$ cat src/rtl/epp_pkg.sv
package epp_pkg;
  typedef enum logic [1:0] {
    SEL_NONE = 2'd0,
    SEL_ADDR = 2'd1,
    SEL_DATA = 2'd2
  } port_sel_e;
endpackage

$ cat src/rtl/epp_decode.sv
module epp_decode
  import epp_pkg::*;
#(
  parameter int ADDR_W    = 3,
  parameter int ADDR_PORT = 3,
  parameter int DATA_PORT = 4
) (
  input  logic [ADDR_W-1:0] addr_i,
  input  logic              rd_i,
  input  logic              wr_i,
  input  logic              en_i,
  output port_sel_e         sel_o,
  output logic              is_wr_o,
  output logic              is_rd_o
);
  localparam logic [ADDR_W-1:0] APORT = ADDR_W'(ADDR_PORT);
  localparam logic [ADDR_W-1:0] DPORT = ADDR_W'(DATA_PORT);

  logic op_ok;
  assign op_ok = en_i & (rd_i ^ wr_i);

  always_comb begin
    sel_o = SEL_NONE;
    if (op_ok && addr_i == APORT)      sel_o = SEL_ADDR;
    else if (op_ok && addr_i == DPORT) sel_o = SEL_DATA;
  end

  assign is_wr_o = (sel_o != SEL_NONE) & wr_i;
  assign is_rd_o = (sel_o != SEL_NONE) & rd_i;
endmodule

$ cat src/rtl/epp_strobe_gen.sv
module epp_strobe_gen
  import epp_pkg::*;
#(
  parameter int DATA_W = 8
) (
  input  logic              clk_i,
  input  logic              rst_ni,
  input  port_sel_e         sel_i,
  input  logic              is_wr_i,
  input  logic              dir_i,
  input  logic [DATA_W-1:0] wdata_i,
  output logic [DATA_W-1:0] pd_o,
  output logic              pd_oe_o,
  output logic              strobe_no,
  output logic              autofd_no,
  output logic              slctin_no
);
  logic drive;
  assign drive = is_wr_i & ~dir_i;

  always_ff @(posedge clk_i or negedge rst_ni) begin
    if (!rst_ni) begin
      pd_o      <= '0;
      pd_oe_o   <= 1'b0;
      strobe_no <= 1'b1;
      autofd_no <= 1'b1;
      slctin_no <= 1'b1;
    end else begin
      slctin_no <= (sel_i != SEL_ADDR);
      autofd_no <= (sel_i != SEL_DATA);
      strobe_no <= ~drive;
      pd_oe_o   <= drive;
      if (drive) pd_o <= wdata_i;
    end
  end
endmodule

$ cat src/rtl/epp_rd_capture.sv
module epp_rd_capture #(
  parameter int DATA_W = 8
) (
  input  logic              clk_i,
  input  logic              rst_ni,
  input  logic              is_rd_i,
  input  logic              en_i,
  input  logic [DATA_W-1:0] pd_i,
  output logic [DATA_W-1:0] rdata_o
);
  logic              rd_q;
  logic [DATA_W-1:0] cap_q;

  // sample the bus on the cycle the read strobe is released
  always_ff @(posedge clk_i or negedge rst_ni) begin
    if (!rst_ni) begin
      rd_q  <= 1'b0;
      cap_q <= '0;
    end else begin
      rd_q <= is_rd_i;
      if (rd_q && !is_rd_i) cap_q <= pd_i;
    end
  end

  assign rdata_o = en_i ? cap_q : '0;
endmodule

$ cat src/rtl/epp_cycle_xlat.sv
module epp_cycle_xlat
  import epp_pkg::*;
#(
  parameter int ADDR_W    = 3,
  parameter int DATA_W    = 8,
  parameter int ADDR_PORT = 3,
  parameter int DATA_PORT = 4
) (
  input  logic              clk_i,
  input  logic              rst_ni,
  input  logic [ADDR_W-1:0] addr_i,
  input  logic              rd_i,
  input  logic              wr_i,
  input  logic [DATA_W-1:0] host_wdata_i,
  output logic [DATA_W-1:0] host_rdata_o,
  input  logic              epp_en_i,
  input  logic              dir_i,
  input  logic [DATA_W-1:0] pd_i,
  output logic [DATA_W-1:0] pd_o,
  output logic              pd_oe_o,
  output logic              strobe_no,
  output logic              autofd_no,
  output logic              slctin_no
);
  port_sel_e sel;
  logic      is_wr, is_rd;

  epp_decode #(
    .ADDR_W(ADDR_W), .ADDR_PORT(ADDR_PORT), .DATA_PORT(DATA_PORT)
  ) u_dec (
    .addr_i(addr_i), .rd_i(rd_i), .wr_i(wr_i), .en_i(epp_en_i),
    .sel_o(sel), .is_wr_o(is_wr), .is_rd_o(is_rd)
  );

  epp_strobe_gen #(.DATA_W(DATA_W)) u_stb (
    .clk_i(clk_i), .rst_ni(rst_ni), .sel_i(sel), .is_wr_i(is_wr),
    .dir_i(dir_i), .wdata_i(host_wdata_i), .pd_o(pd_o), .pd_oe_o(pd_oe_o),
    .strobe_no(strobe_no), .autofd_no(autofd_no), .slctin_no(slctin_no)
  );

  epp_rd_capture #(.DATA_W(DATA_W)) u_cap (
    .clk_i(clk_i), .rst_ni(rst_ni), .is_rd_i(is_rd), .en_i(epp_en_i),
    .pd_i(pd_i), .rdata_o(host_rdata_o)
  );
endmodule

$ cat config.mk
export PLATFORM = sky130hd
export DESIGN_NAME = epp_cycle_xlat
export DESIGN_NICKNAME = d
export VERILOG_FILES = /design/src/rtl/epp_pkg.sv /design/src/rtl/epp_decode.sv /design/src/rtl/epp_strobe_gen.sv /design/src/rtl/epp_rd_capture.sv /design/src/rtl/epp_cycle_xlat.sv
export SDC_FILE = /design/constraint.sdc
export NUM_CORES = 1
export LEC_CHECK = 0
export BUFFER_PORTS_ARGS = -buffer_cell sky130_fd_sc_hd__buf_4
export CORE_UTILIZATION = 46
export CTS_CLUSTER_DIAMETER = 30
export DETAILED_ROUTE_END_ITERATION = 8
export PLACE_DENSITY = 0.77
export SETUP_SLACK_MARGIN = 0.1
export SYNTH_ARGS = -nofsm -noshare
export SYNTH_HDL_FRONTEND = slang
export SYNTH_SLANG_ARGS = --single-unit
$ cat constraint.sdc
create_clock -name clk_i -period 1.1 [get_ports clk_i]
set_input_delay 0.11 -clock clk_i [delete_from_list [all_inputs] [get_ports clk_i]]
set_output_delay 0.11 -clock clk_i [all_outputs]
set_load 0.01 [all_outputs]
### Yosys cells after proc, flatten, opt, wreduce, memory -nomap -nowiden

Index checks and enable logic that the tools add are counted.

| storage, ports and cells | value |
|---|---|
| register bits | 21 |
| input port bits | 25 |
| output and inout port bits | 20 |
| logic and storage cells | 26 |

| cells by class | value |
|---|---|
| equal/unequal tests | 4 |
| muxes and demuxes | 3 |
| bitwise gates (word level) | 7 |
| reductions and logical operators | 5 |

Operators with widths:

| cell | number |
|---|---|
| $mux 8 | 1 |
| $and 1x1->1 | 4 |
| $mux 2 | 2 |
| $eq 3x2->1 const B | 1 |
| $eq 3x3->1 const B | 1 |
| $logic_and 1x1->1 | 3 |
| $ne 2x1->1 const B | 1 |
| $ne 2x2->1 const B | 1 |
| $not 1->1 | 2 |
| $reduce_bool 2->1 | 1 |
| $logic_not 1->1 | 1 |
| $xor 1x1->1 | 1 |

### Logic depth before layout (Yosys ltp)

| logic depth | value |
|---|---|
| word-level depth | 9 |
| depth in mapped cells | 5 |
| depth with buffers taken out | 3 |

### By module

From an unflattened synthesis, not the netlist that was laid out.

| second synthesis, totals | value |
|---|---|
| cell total of the unflattened synthesis | 61 |
| area, all modules | 963.4 um^2 |

By module, submodules not included:

| module | times used | cells an instance | area each (um^2) | sequential area each (um^2) |
|---|---|---|---|---|
| epp_strobe_gen | 1 | 25 | 474.2 | 304.0 |
| epp_rd_capture | 1 | 27 | 420.4 | 225.2 |
| epp_decode | 1 | 9 | 68.8 | 0.0 |

### Worst setup path after synthesis

OpenSTA, ideal clock, no wires.

| path | value |
|---|---|
| kind | in2reg |
| from | input port epp_en_i |
| to | register u_stb.pd_o[0] |
| setup time | 125 ps |
| arrival | 953 ps |
| data required time | 975 ps |
| setup slack | 23 ps |
| stages on the path | 4 |
| path buffers | 1 |
| cell sequence | buf_4 and4bb_2 o21ai_4 mux2_2 |

| between the ends | value |
|---|---|
| word-level cells in the longest chain between the ends | 7 |
| elaborated cells on any way between the ends | 8 |
| classes of those cells | mux: 2; bitwise: 3; reduce/logical: 3 |

Ends and longest elaborated chain:

| item | line | source |
|---|---|---|
| from (decl) | epp_cycle_xlat.sv:16 | `input logic epp_en_i,` |
| $and 1x1->1 (*) | epp_decode.sv:20 | `assign op_ok = en_i & (rd_i ^ wr_i);` |
| $logic_and 1x1->1 | epp_decode.sv:25 | `else if (op_ok && addr_i == DPORT) sel_o = SEL_DATA;` |
| $mux 2 | epp_decode.sv:25 |  |
| $mux 2 (*) | epp_decode.sv:24 | `if (op_ok && addr_i == APORT) sel_o = SEL_ADDR;` |
| $reduce_bool 2->1 (*) | epp_decode.sv:28 | `assign is_wr_o = (sel_o != SEL_NONE) & wr_i;` |
| $and 1x1->1 (*) | epp_decode.sv:28 |  |
| $and 1x1->1 (*) | epp_strobe_gen.sv:19 | `assign drive = is_wr_i & ~dir_i;` |
| to (signal assigned) | epp_strobe_gen.sv:33 | `if (drive) pd_o <= wdata_i;` |
| to (decl) | epp_strobe_gen.sv:12 | `output logic [DATA_W-1:0] pd_o,` |

Mark *: on every way between the ends. The rest lies on a longest branch, timed or not.
A chain may end at the register's enable or synchronous reset.

### Worst setup path in the final report

| path | value |
|---|---|
| from | register u_cap.cap_q[6] |
| to | output port host_rdata_o[6] |

| between the ends | value |
|---|---|
| word-level cells in the longest chain between the ends | 1 |

Ends and longest elaborated chain:

| item | line | source |
|---|---|---|
| from (decl) | epp_rd_capture.sv:12 | `logic [DATA_W-1:0] cap_q;` |
| from (signal assigned) | epp_rd_capture.sv:21 | `if (rd_q && !is_rd_i) cap_q <= pd_i;` |
| $mux 8 | epp_rd_capture.sv:25 | `assign rdata_o = en_i ? cap_q : '0;` |
| to (decl) | epp_cycle_xlat.sv:15 | `output logic [DATA_W-1:0] host_rdata_o,` |

Every way passes these cells.

==> summary.txt <==
I/O Buffers -> 44
Slowest CP cell -> dfrtp_1
Worst-Margin Slew -> 0.2724 ns
Setup violations, final -> 0
Placed insts -> 162
Drt wl/cell -> 13.63 um
Vias per Instance -> 5.034
Fin crit share -> 97.22%
Max-Cap Viols -> 0
Starting Density -> 48.49%
Clock buffer count from CTS -> 3
Final design area excluding fillers -> 1688 sq um
Run status -> complete, no violations
Post-synth EDFFs -> 0
First-pass GRT wire length -> 3898 um
Pins Over Slew Limit -> 0
Vias in the first global route -> 859
Net Count, Synth -> 111
Share of cells above drive strength 1 -> 66.89%
Worst Path Buf+Inv -> 1
GRT Total Usage -> 20.47%
Setup WS post-layout -> 0.03054 ns
Placer Congestion -> 0.6729
Total power -> 2.259 mW
Post-synthesis async set-or-reset flop share -> 100.0%
Top_reg_cell synth -> dfrtp_1
Fin Setup TNS -> 0 ns
Final WL -> 2440 um
Root Driver -> clkbuf_4
Synthesized cell area -> 1062 sq um
HP Class -> primary input to flop
Area occupied by multi-input gates -> 529.3 sq um
Drc violations -> 0
Met1 Use GR -> 27.76%
Worst hold slack -> 0.04010 ns
Htree depth -> 1
R2R setup slack -> 0.12 ns
Synth unique cells -> 21
Sequential cell area -> 530.5 sq um
Max clock buf depth -> 2
Sequential area share after synthesis -> 49.82%
RSZ-0062 raised after global routing -> true
Cells after synthesis -> 86
CTS sink cnt -> 21
Initial DRC count -> 12
GR Overflow Total -> 0
Skew-Pair Late Insertion Delay -> 0.30 ns
Final Critical Period -> 1.069 ns
Reg2reg start -> u_cap.cap_q[6]$_DFFE_PN0P_
GRT Max-Usage Layer -> met2
Final hold violations -> 0
Fin util -> 77.04%
Nets -> 177
Crit Path Max Fanout -> 2
Worst rel slew slack -> 81.84%
# fillers -> 142
Clk_skew -> 0.005054 ns
FF-to-FF End -> u_cap.cap_q[6]$_DFFE_PN0P_
Crit path launch -> u_cap.cap_q[6]$_DFFE_PN0P_
Initial antenna violation count -> 0
Placed Area -> 1495 sq um
Commonest non-fill, non-tap cell in the layout -> buf_4
CTS clock-pin slew for the worst setup and hold paths -> 0.12 ns
Die Ht -> 50.06 um
Most frequent cells in the layout -> buf_4 (53), dfrtp_1 (17), buf_6 (12)
Pre-antenna DRT Iters -> 6
Die W -> 50.06 um
WP data required -> 0.99 ns
Peak Freq -> 0.9351 GHz
Worst Reg-to-Reg Cells -> 4
P_leak -> 0.8330 nW
Worst Path Arrival -> 0.96 ns
Die ar. -> 2506 sq um
Met2 Use GR -> 35.56%
Worst ir drop on vdd -> 0.0007847 V
PD cells -> 1339 nW/um^2
CTS tree -> yes
Routed Antenna Nets -> 0
CP Depth -> 2
Worst-path cell chain -> and2_4, buf_6
Crit Path Class -> flop to output port
Synth Warn # -> 0
Rows -> 17
Delay of the slowest cell on the worst path -> 0.41 ns
Diode count -> 0
DP HPWL -> 1721 um
Area growth, synth to finish -> 58.89%
Worst Setup Start Kind -> flop
Avg Synthesized Cell Area -> 12.35 sq um
Post-route insts no fill -> 179
Io pins -> 45
M3 GR Usage -> 1.235%
Core ar. -> 2191 sq um
Critical Path Sink Type -> output port
Crit path capture -> host_rdata_o[6]
Dpl ws -> -0.08584 ns
Yosys reg bits -> 21
Vias post-DR -> 901
Largest net degree at the start of global routing -> 22
Largest delay share family, worst path -> flip-flops
## layer usage
metal / vias up / routed length [um]
li1: 428 / -
met1: 452 / 1021
met2: 19 / 1343
met3: 2 / 62
met4: 0 / 12
met5: - / 0
## how the worst min path moves through the flow
stage / start / to / cells after the start
finish: host_wdata_i[6] / u_stb.pd_o[6]$_DFFE_PN0P_ / 2
global route: host_wdata_i[5] / u_stb.pd_o[5]$_DFFE_PN0P_ / 2
CTS: host_wdata_i[1] / u_stb.pd_o[1]$_DFFE_PN0P_ / 2
detailed placement: rst_ni / u_stb.pd_o[7]$_DFFE_PN0P_ / 1
global placement: rst_ni / u_stb.pd_o[5]$_DFFE_PN0P_ / 1
floorplan: rst_ni / u_cap.cap_q[0]$_DFFE_PN0P_ / 0
## timing repair
action / CTS / global route
hold endpoints to repair: 21 / 0
setup buffers: 8 / 5
setup endpoints to repair: 11 / 19
gates resized for setup: 19 / 2
pin swaps: 7 / 2
hold buffers: 1 / 0
## cells by family (layout without fill, tap and decap cells)
logic type / Yosys count / in the layout / share of synthesized area (%)
buf+inv: 7 / 72 / 4.710
xor+xnor: 1 / 1 / 0.8247
compound gates: 18 / 18 / 17.32
mux: 8 / 8 / 8.834
simple gates: 31 / 31 / 18.49
flops: 21 / 21 / 49.82
## sequential cells by signal (all words and copies together), names as in the netlist
signal,cells
u_cap.cap_q,8
u_stb.autofd_no,1
u_cap.rd_q,1
u_stb.pd_o,8
u_stb.strobe_no,1
u_stb.pd_oe_o,1
u_stb.slctin_no,1
## cell usage after synthesis, types with 2 or more instances
cell type  instances  area [sq um]
nand2_1           10         37.54
dfstp_2            3         78.83
o211ai_2           8         100.1
nand2b_1           8         50.05
buf_6              2         22.52
and2_1             9         56.30
buf_4              2         15.01
mux2_2             7         78.83
o211ai_1           8         60.06
dfrtp_1           18         450.4
## power by group
| group | leakage (nW) | switching [mW] | internal (mW) |
|---|---|---|---|
| combinational | 0.571 | 0.301 | 0.588 |
| sequential | 0.247 | 0.0854 | 0.912 |
| clock | 0.0150 | 0.232 | 0.141 |
| total | 0.833 | 0.618 | 1.64 |
## cell type report
cell class                      count  share of cell area [%]
Timing Repair Buffer               67                   33.36
Multi-Input combinational cell     58                   31.36
Clock buffer                        4                   1.557
Sequential cell                    21                   31.43
Tap cell                           28                   2.076
Inverter                            1                  0.2224
Power figures use the tool's default switching activity.
